File: config.mk
export PLATFORM = sky130hd
export DESIGN_NAME = baud_gen
export DESIGN_NICKNAME = d
export VERILOG_FILES = /design/src/rtl/baud_pkg.sv /design/src/rtl/baud_src_sel.sv /design/src/rtl/baud_reload_div.sv /design/src/rtl/baud_ovs_div.sv /design/src/rtl/baud_gen.sv
export SDC_FILE = /design/constraint.sdc
export NUM_CORES = 1
export LEC_CHECK = 0
export ABC_AREA = 1
export BUFFER_PORTS_ARGS = -buffer_cell sky130_fd_sc_hd__buf_4
export CORE_MARGIN = 3
export CORE_UTILIZATION = 57
export CTS_BUF_LIST = sky130_fd_sc_hd__clkbuf_16
export DETAILED_ROUTE_END_ITERATION = 16
export PLACE_DENSITY_LB_ADDON = 0.05
export SYNTH_ARGS = -nofsm -noshare
export SYNTH_HDL_FRONTEND = slang
export SYNTH_SLANG_ARGS = --single-unit
File: constraint.sdc
create_clock -name clk_i -period 2.2 [get_ports clk_i]
set_clock_uncertainty 0.05 [all_clocks]
set_input_delay 0.11 -clock clk_i [delete_from_list [all_inputs] [get_ports clk_i]]
set_output_delay 0.11 -clock clk_i [all_outputs]
set_load 0.05 [all_outputs]
File: src/rtl/baud_pkg.sv
package baud_pkg;
  typedef enum logic [1:0] {
    SRC_DIV1  = 2'd0,
    SRC_DIV8  = 2'd1,
    SRC_DIV32 = 2'd2,
    SRC_EXT   = 2'd3
  } src_sel_e;
endpackage

File: src/rtl/baud_src_sel.sv
module baud_src_sel
  import baud_pkg::*;
#(
  parameter int DIV_MID     = 8,   // power of two
  parameter int DIV_HI      = 32,  // power of two, >= DIV_MID
  parameter int SYNC_STAGES = 2
) (
  input  logic     clk_i,
  input  logic     rst_ni,
  input  src_sel_e sel_i,
  input  logic     ext_clk_i,
  output logic     src_en_o,
  output logic     ext_edge_o
);
  localparam int MID_W = $clog2(DIV_MID);
  localparam int HI_W  = $clog2(DIV_HI);

  logic [HI_W-1:0]        pre_q;
  logic [SYNC_STAGES:0]   sync_q;  // top bit holds previous synchronised value

  always_ff @(posedge clk_i or negedge rst_ni) begin
    if (!rst_ni) pre_q <= '0;
    else         pre_q <= pre_q + 1'b1;
  end

  always_ff @(posedge clk_i or negedge rst_ni) begin
    if (!rst_ni) sync_q <= '0;
    else         sync_q <= {sync_q[SYNC_STAGES-1:0], ext_clk_i};
  end

  assign ext_edge_o = sync_q[SYNC_STAGES-1] & ~sync_q[SYNC_STAGES];

  always_comb begin
    unique case (sel_i)
      SRC_DIV1:  src_en_o = 1'b1;
      SRC_DIV8:  src_en_o = &pre_q[MID_W-1:0];
      SRC_DIV32: src_en_o = &pre_q;
      default:   src_en_o = ext_edge_o;
    endcase
  end
endmodule

File: src/rtl/baud_reload_div.sv
module baud_reload_div #(
  parameter int CNT_W = 8
) (
  input  logic             clk_i,
  input  logic             rst_ni,
  input  logic             en_i,
  input  logic [CNT_W-1:0] reload_i,
  output logic             tick_o,
  output logic [CNT_W-1:0] cnt_o
);
  logic [CNT_W-1:0] cnt_q;
  logic             tick_q;

  always_ff @(posedge clk_i or negedge rst_ni) begin
    if (!rst_ni) begin
      cnt_q  <= '0;
      tick_q <= 1'b0;
    end else begin
      tick_q <= en_i && (cnt_q == '0);
      if (en_i) begin
        if (cnt_q == '0) cnt_q <= reload_i;  // new n only picked up here
        else             cnt_q <= cnt_q - 1'b1;
      end
    end
  end

  assign tick_o = tick_q;
  assign cnt_o  = cnt_q;
endmodule

File: src/rtl/baud_ovs_div.sv
module baud_ovs_div #(
  parameter int OVS = 16
) (
  input  logic clk_i,
  input  logic rst_ni,
  input  logic tick_i,
  output logic tick_o
);
  localparam int W = $clog2(OVS);
  localparam logic [W-1:0] LAST = W'(OVS - 1);

  logic [W-1:0] cnt_q;

  always_ff @(posedge clk_i or negedge rst_ni) begin
    if (!rst_ni)     cnt_q <= '0;
    else if (tick_i) cnt_q <= (cnt_q == LAST) ? '0 : cnt_q + 1'b1;
  end

  assign tick_o = tick_i && (cnt_q == LAST);
endmodule

File: src/rtl/baud_gen.sv
module baud_gen
  import baud_pkg::*;
#(
  parameter int CNT_W       = 8,
  parameter int SEL_W       = 2,
  parameter int DIV_MID     = 8,
  parameter int DIV_HI      = 32,
  parameter int OVS         = 16,
  parameter int SYNC_STAGES = 2
) (
  input  logic             clk_i,
  input  logic             rst_ni,
  input  logic             wr_en_i,
  input  logic [CNT_W-1:0] wr_reload_i,
  input  logic [SEL_W-1:0] wr_src_i,
  input  logic             ext_clk_i,
  output logic             tick16_o,
  output logic             tick1_o
);
  logic [CNT_W-1:0] n_q;
  src_sel_e         sel_q;
  logic             src_en;
  logic             ext_edge;
  logic [CNT_W-1:0] cnt_q;

  always_ff @(posedge clk_i or negedge rst_ni) begin
    if (!rst_ni) begin
      n_q   <= '0;
      sel_q <= SRC_DIV1;
    end else if (wr_en_i) begin
      n_q   <= wr_reload_i;
      sel_q <= src_sel_e'(wr_src_i);
    end
  end

  baud_src_sel #(
    .DIV_MID(DIV_MID), .DIV_HI(DIV_HI), .SYNC_STAGES(SYNC_STAGES)
  ) u_src (
    .clk_i(clk_i), .rst_ni(rst_ni), .sel_i(sel_q), .ext_clk_i(ext_clk_i),
    .src_en_o(src_en), .ext_edge_o(ext_edge)
  );

  baud_reload_div #(.CNT_W(CNT_W)) u_reload (
    .clk_i(clk_i), .rst_ni(rst_ni), .en_i(src_en), .reload_i(n_q),
    .tick_o(tick16_o), .cnt_o(cnt_q)
  );

  baud_ovs_div #(.OVS(OVS)) u_ovs (
    .clk_i(clk_i), .rst_ni(rst_ni), .tick_i(tick16_o), .tick_o(tick1_o)
  );
endmodule

==> impl_metrics.py <==
metrics = {
    "place": {
        "dp_hpwl_mm": 2.087,
        "place_congestion": 0.8372,
        "dp_slack_ns": 0.3475,
        "port_buffers": 15,
        "dpl.cell_count": 218,
    },
    "drt": {
        "routed-via-count": 1230,
        "vias_per_cell": 5.256,
        "dr.first_iter.drc_count": 80,
        "postRouteAntennaNets": 0,
        "wirelength_mm": 3.130,
        "drc_errors": 0,
        "dr.pass1.iters": 4,
        "wl_per_cell_um": 13.38,
    },
    "power_and_ir_drop": {
        "p_clk_share_pct": 30.7,
        "p_sw_share_pct": 36.58,
        "p_per_area_mw_per_mm2": 1145,
        "combPwrFrac_pct": 31.4,
        "internal-power_w": 0.001338,
        "peakVddDrop_uv": 779.1,
        "total_leakage_power_nw": 0.9906,
        "seq_power_share_pct": 37.9,
        "p_switching_w": 0.0007715,
    },
    "timing": {
        "tns_ns": 0,
        "postLayoutSetupSlackWorst_ns": 0.3117,
        "worst_pin_slew_ns": 0.4420,
        "hold_ws_ns": 0.004778,
        "drv_slew": 0,
        "period_needed_ns": 1.888,
        "hold_viol_final": 0,
        "fin_crit_sh_pct": 85.83,
        "timing.fmax_mhz": 529.6,
        "setup-violations-final": 0,
        "relSlewSlack_pct": 70.45,
        "rsz0062_at_grt": "false",
    },
    "synth": {
        "synth_edf_count": 0,
        "synthesis.area_mm2": 0.001494,
        "async_flop_share_pct": 100.0,
        "synth-seq-cells": 31,
        "netlist_instances": 178,
        "ys_seq_area_share_pct": 51.93,
        "ys_types": 19,
        "syn_nets": 198,
        "ys_warn_count": 0,
        "syn_area_per_cell_um2": 8.393,
        "ys.flop_type": "dfrtp_1",
    },
    "critical_path": {
        "critPathMaxStageDelay_ns": 0.40,
        "rr_worst_depth": 8,
        "r2r-end": "u_reload.cnt_o[4]",
        "crit_path_frequent_cell": "nand2_1",
        "end_kind": "register",
        "cp-startpoint": "u_src.pre_q[0]",
        "worstPathMaxFanout": 13,
        "path_cells": "ha_1 > and3_1 > ha_1 > nand2_1 > nand3_1 > inv_1 > nand2_1 > nand2_1",
        "slowest_stage": "dfrtp_1",
        "rrSetupSlack_ns": 0.31,
        "critPathRequiredTime_ns": 2.37,
        "crit_end": "u_reload.cnt_o[4]",
        "worstSetupPathType": "reg -> reg",
        "r2r_start": "u_src.pre_q[0]",
        "worstPathArrival_ns": 2.05,
        "cp-start-kind": "register",
    },
    "die": {
        "die_x_um": 57.20,
        "io_pins": 16,
        "start_util_pct": 63.85,
        "dieArea_mm2": 0.003271,
        "num_rows": 17,
        "coreArea_mm2": 0.002340,
        "die_height_um": 57.20,
    },
    "clock_network": {
        "numCtsBuffers": 5,
        "cts_tree": "built",
        "cts_resized": 0,
        "htree_levels": 2,
        "post_cts_buffers": 0,
        "clock_latency_ns": 0.28,
        "root_buffer": "clkbuf_16",
        "cts.clk_slew.worst_paths_ns": 0.05,
        "clock_sinks": 31,
        "postCtsHoldBufs": 8,
        "cts_buffer_depth": 2,
    },
    "cells_and_area": {
        "drive_above_1_share_pct": 12.62,
        "multi_input_area_um2": 580.6,
        "num-fill-cells": 154,
        "diodes": 0,
        "area_growth_pct": 23.28,
        "final_nets": 225,
        "final_cells": 234,
        "ff_latch_area_um2": 775.7,
    },
    "min_path": {
        "hp-class": "in -> reg",
    },
    "global_route": {
        "grt_pass1_vias": 1282,
        "grt_overflow_total": 0,
        "grt_max_degree": 32,
        "grt_pass1_wl_mm": 5.830,
        "grt_antenna_before_repair": 0,
        "grt_use_total_pct": 23.88,
    },
    "job": {
        "cap_violations": 0,
    },
    "status": {
        "status": "completed",
    },
}
==> logic make-up after synthesis <==
family	synth area share (%)
AND/OR/NAND/NOR	25.80
buffers and inverters	9.213
flip-flops	51.93
AO/OA/AOI/OAI	6.281
adder cells (fa/ha/maj)	5.025
XOR/XNOR	1.759
==> critical path: cells and delay by family (launching register included) <==
kind	cells	cell delay, ns
fa+ha+maj	2	0.41
buf+inv	1	0.27
flops	1	0.40
simple gates	5	0.70
==> worst min-delay path by stage <==
stage,cells past startpoint,start,endpoint
floorplan,0,rst_ni,n_q[0]
global placement,1,rst_ni,u_ovs.cnt_q[3]
detailed placement,1,rst_ni,u_ovs.cnt_q[3]
CTS,3,wr_reload_i[3],n_q[3]
global route,3,wr_reload_i[6],n_q[6]
finish,3,wr_reload_i[3],n_q[3]
==> layer usage <==
| layer | vias up | part of all wire (%) | global-route usage [%] |
|---|---|---|---|
| met1 | 575 | 42 | 26.83 |
| met3 | 8 | 4.3 | 7.014 |
| li1 | 616 | - | - |
| met2 | 31 | 52 | 42.25 |
| met4 | 0 | 2.0 | 9.603 |
| met5 | - | 0 | 0 |
==> power groups by stage <==
| stage | Sequential, W | Combinational (W) | Clock (W) |
|---|---|---|---|
| detailed placement | 0.000806 | 0.000629 | 0 |
| CTS | 0.000798 | 0.000660 | 0.000657 |
| global route | 0.000819 | 0.000765 | 0.000685 |
| finish | 0.000800 | 0.000662 | 0.000647 |
| floorplan | 0.000785 | 0.000487 | 0 |
| global placement | 0.000798 | 0.000596 | 0 |
==> through the flow <==
step / total power, W / cell area (um^2) / utilization, %
after floorplan: 0.001272 / 1494 / -
after global placement: 0.001394 / 1620 / 69.25
after detailed placement: 0.001435 / 1620 / 69.25
after CTS: 0.002115 / 1842 / 78.72
after global routing: 0.002269 / 1842 / 78.72
final: 0.002109 / 1842 / 78.72
==> final cells by class <==
| cell class | instances | area share [%] |
|---|---|---|
| flip-flops and latches | 31 | 42.12 |
| inverters | 31 | 6.318 |
| well taps | 28 | 1.902 |
| repair buffers | 23 | 10.46 |
| clock buffers | 5 | 6.793 |
| clock inverters | 3 | 0.8832 |
| multi-input cells | 113 | 31.52 |
==> Yosys cell counts, types with 2 or more instances <==
master    count  share of area (%)
inv_1        30                7.5
nand4_1       2               0.84
clkbuf_1      2               0.50
xnor2_1       2                1.2
nand3_1      28                9.4
dfrtp_1      31                 52
nor2_1        8                2.0
o21ai_0      13                4.4
o21ai_1       3                1.0
ha_1          6                5.0
nand2_1      45                 11
==> cells in the final DEF, fill, tap and decap left out <==
| cell | count |
|---|---|
| nand2_1 | 45 |
| inv_1 | 31 |
| dfrtp_1 | 31 |
| nand3_1 | 28 |
| buf_4 | 15 |
| o21ai_0 | 13 |
| nor2_1 | 8 |
| dlygate4sd3_1 | 8 |
| ha_1 | 6 |
| clkbuf_16 | 5 |
| o21ai_1 | 3 |
| xnor2_1 | 2 |
| nand4_1 | 2 |
| and3_1 | 1 |
| o21ai_2 | 1 |
| inv_2 | 1 |
| nor3_4 | 1 |
| nand2_4 | 1 |
| xor2_1 | 1 |
| a21oi_1 | 1 |
| clkinv_2 | 1 |
| clkinvlp_4 | 1 |
==> registers in the layout, indices dropped and copies added, names as in the netlist <==
register,flops
n_q,8
sel_q,2
u_ovs.cnt_q,4
u_reload.cnt_o,8
u_reload.tick_o,1
u_src.pre_q,5
u_src.sync_q,3
(Power assumes the default switching activity.)
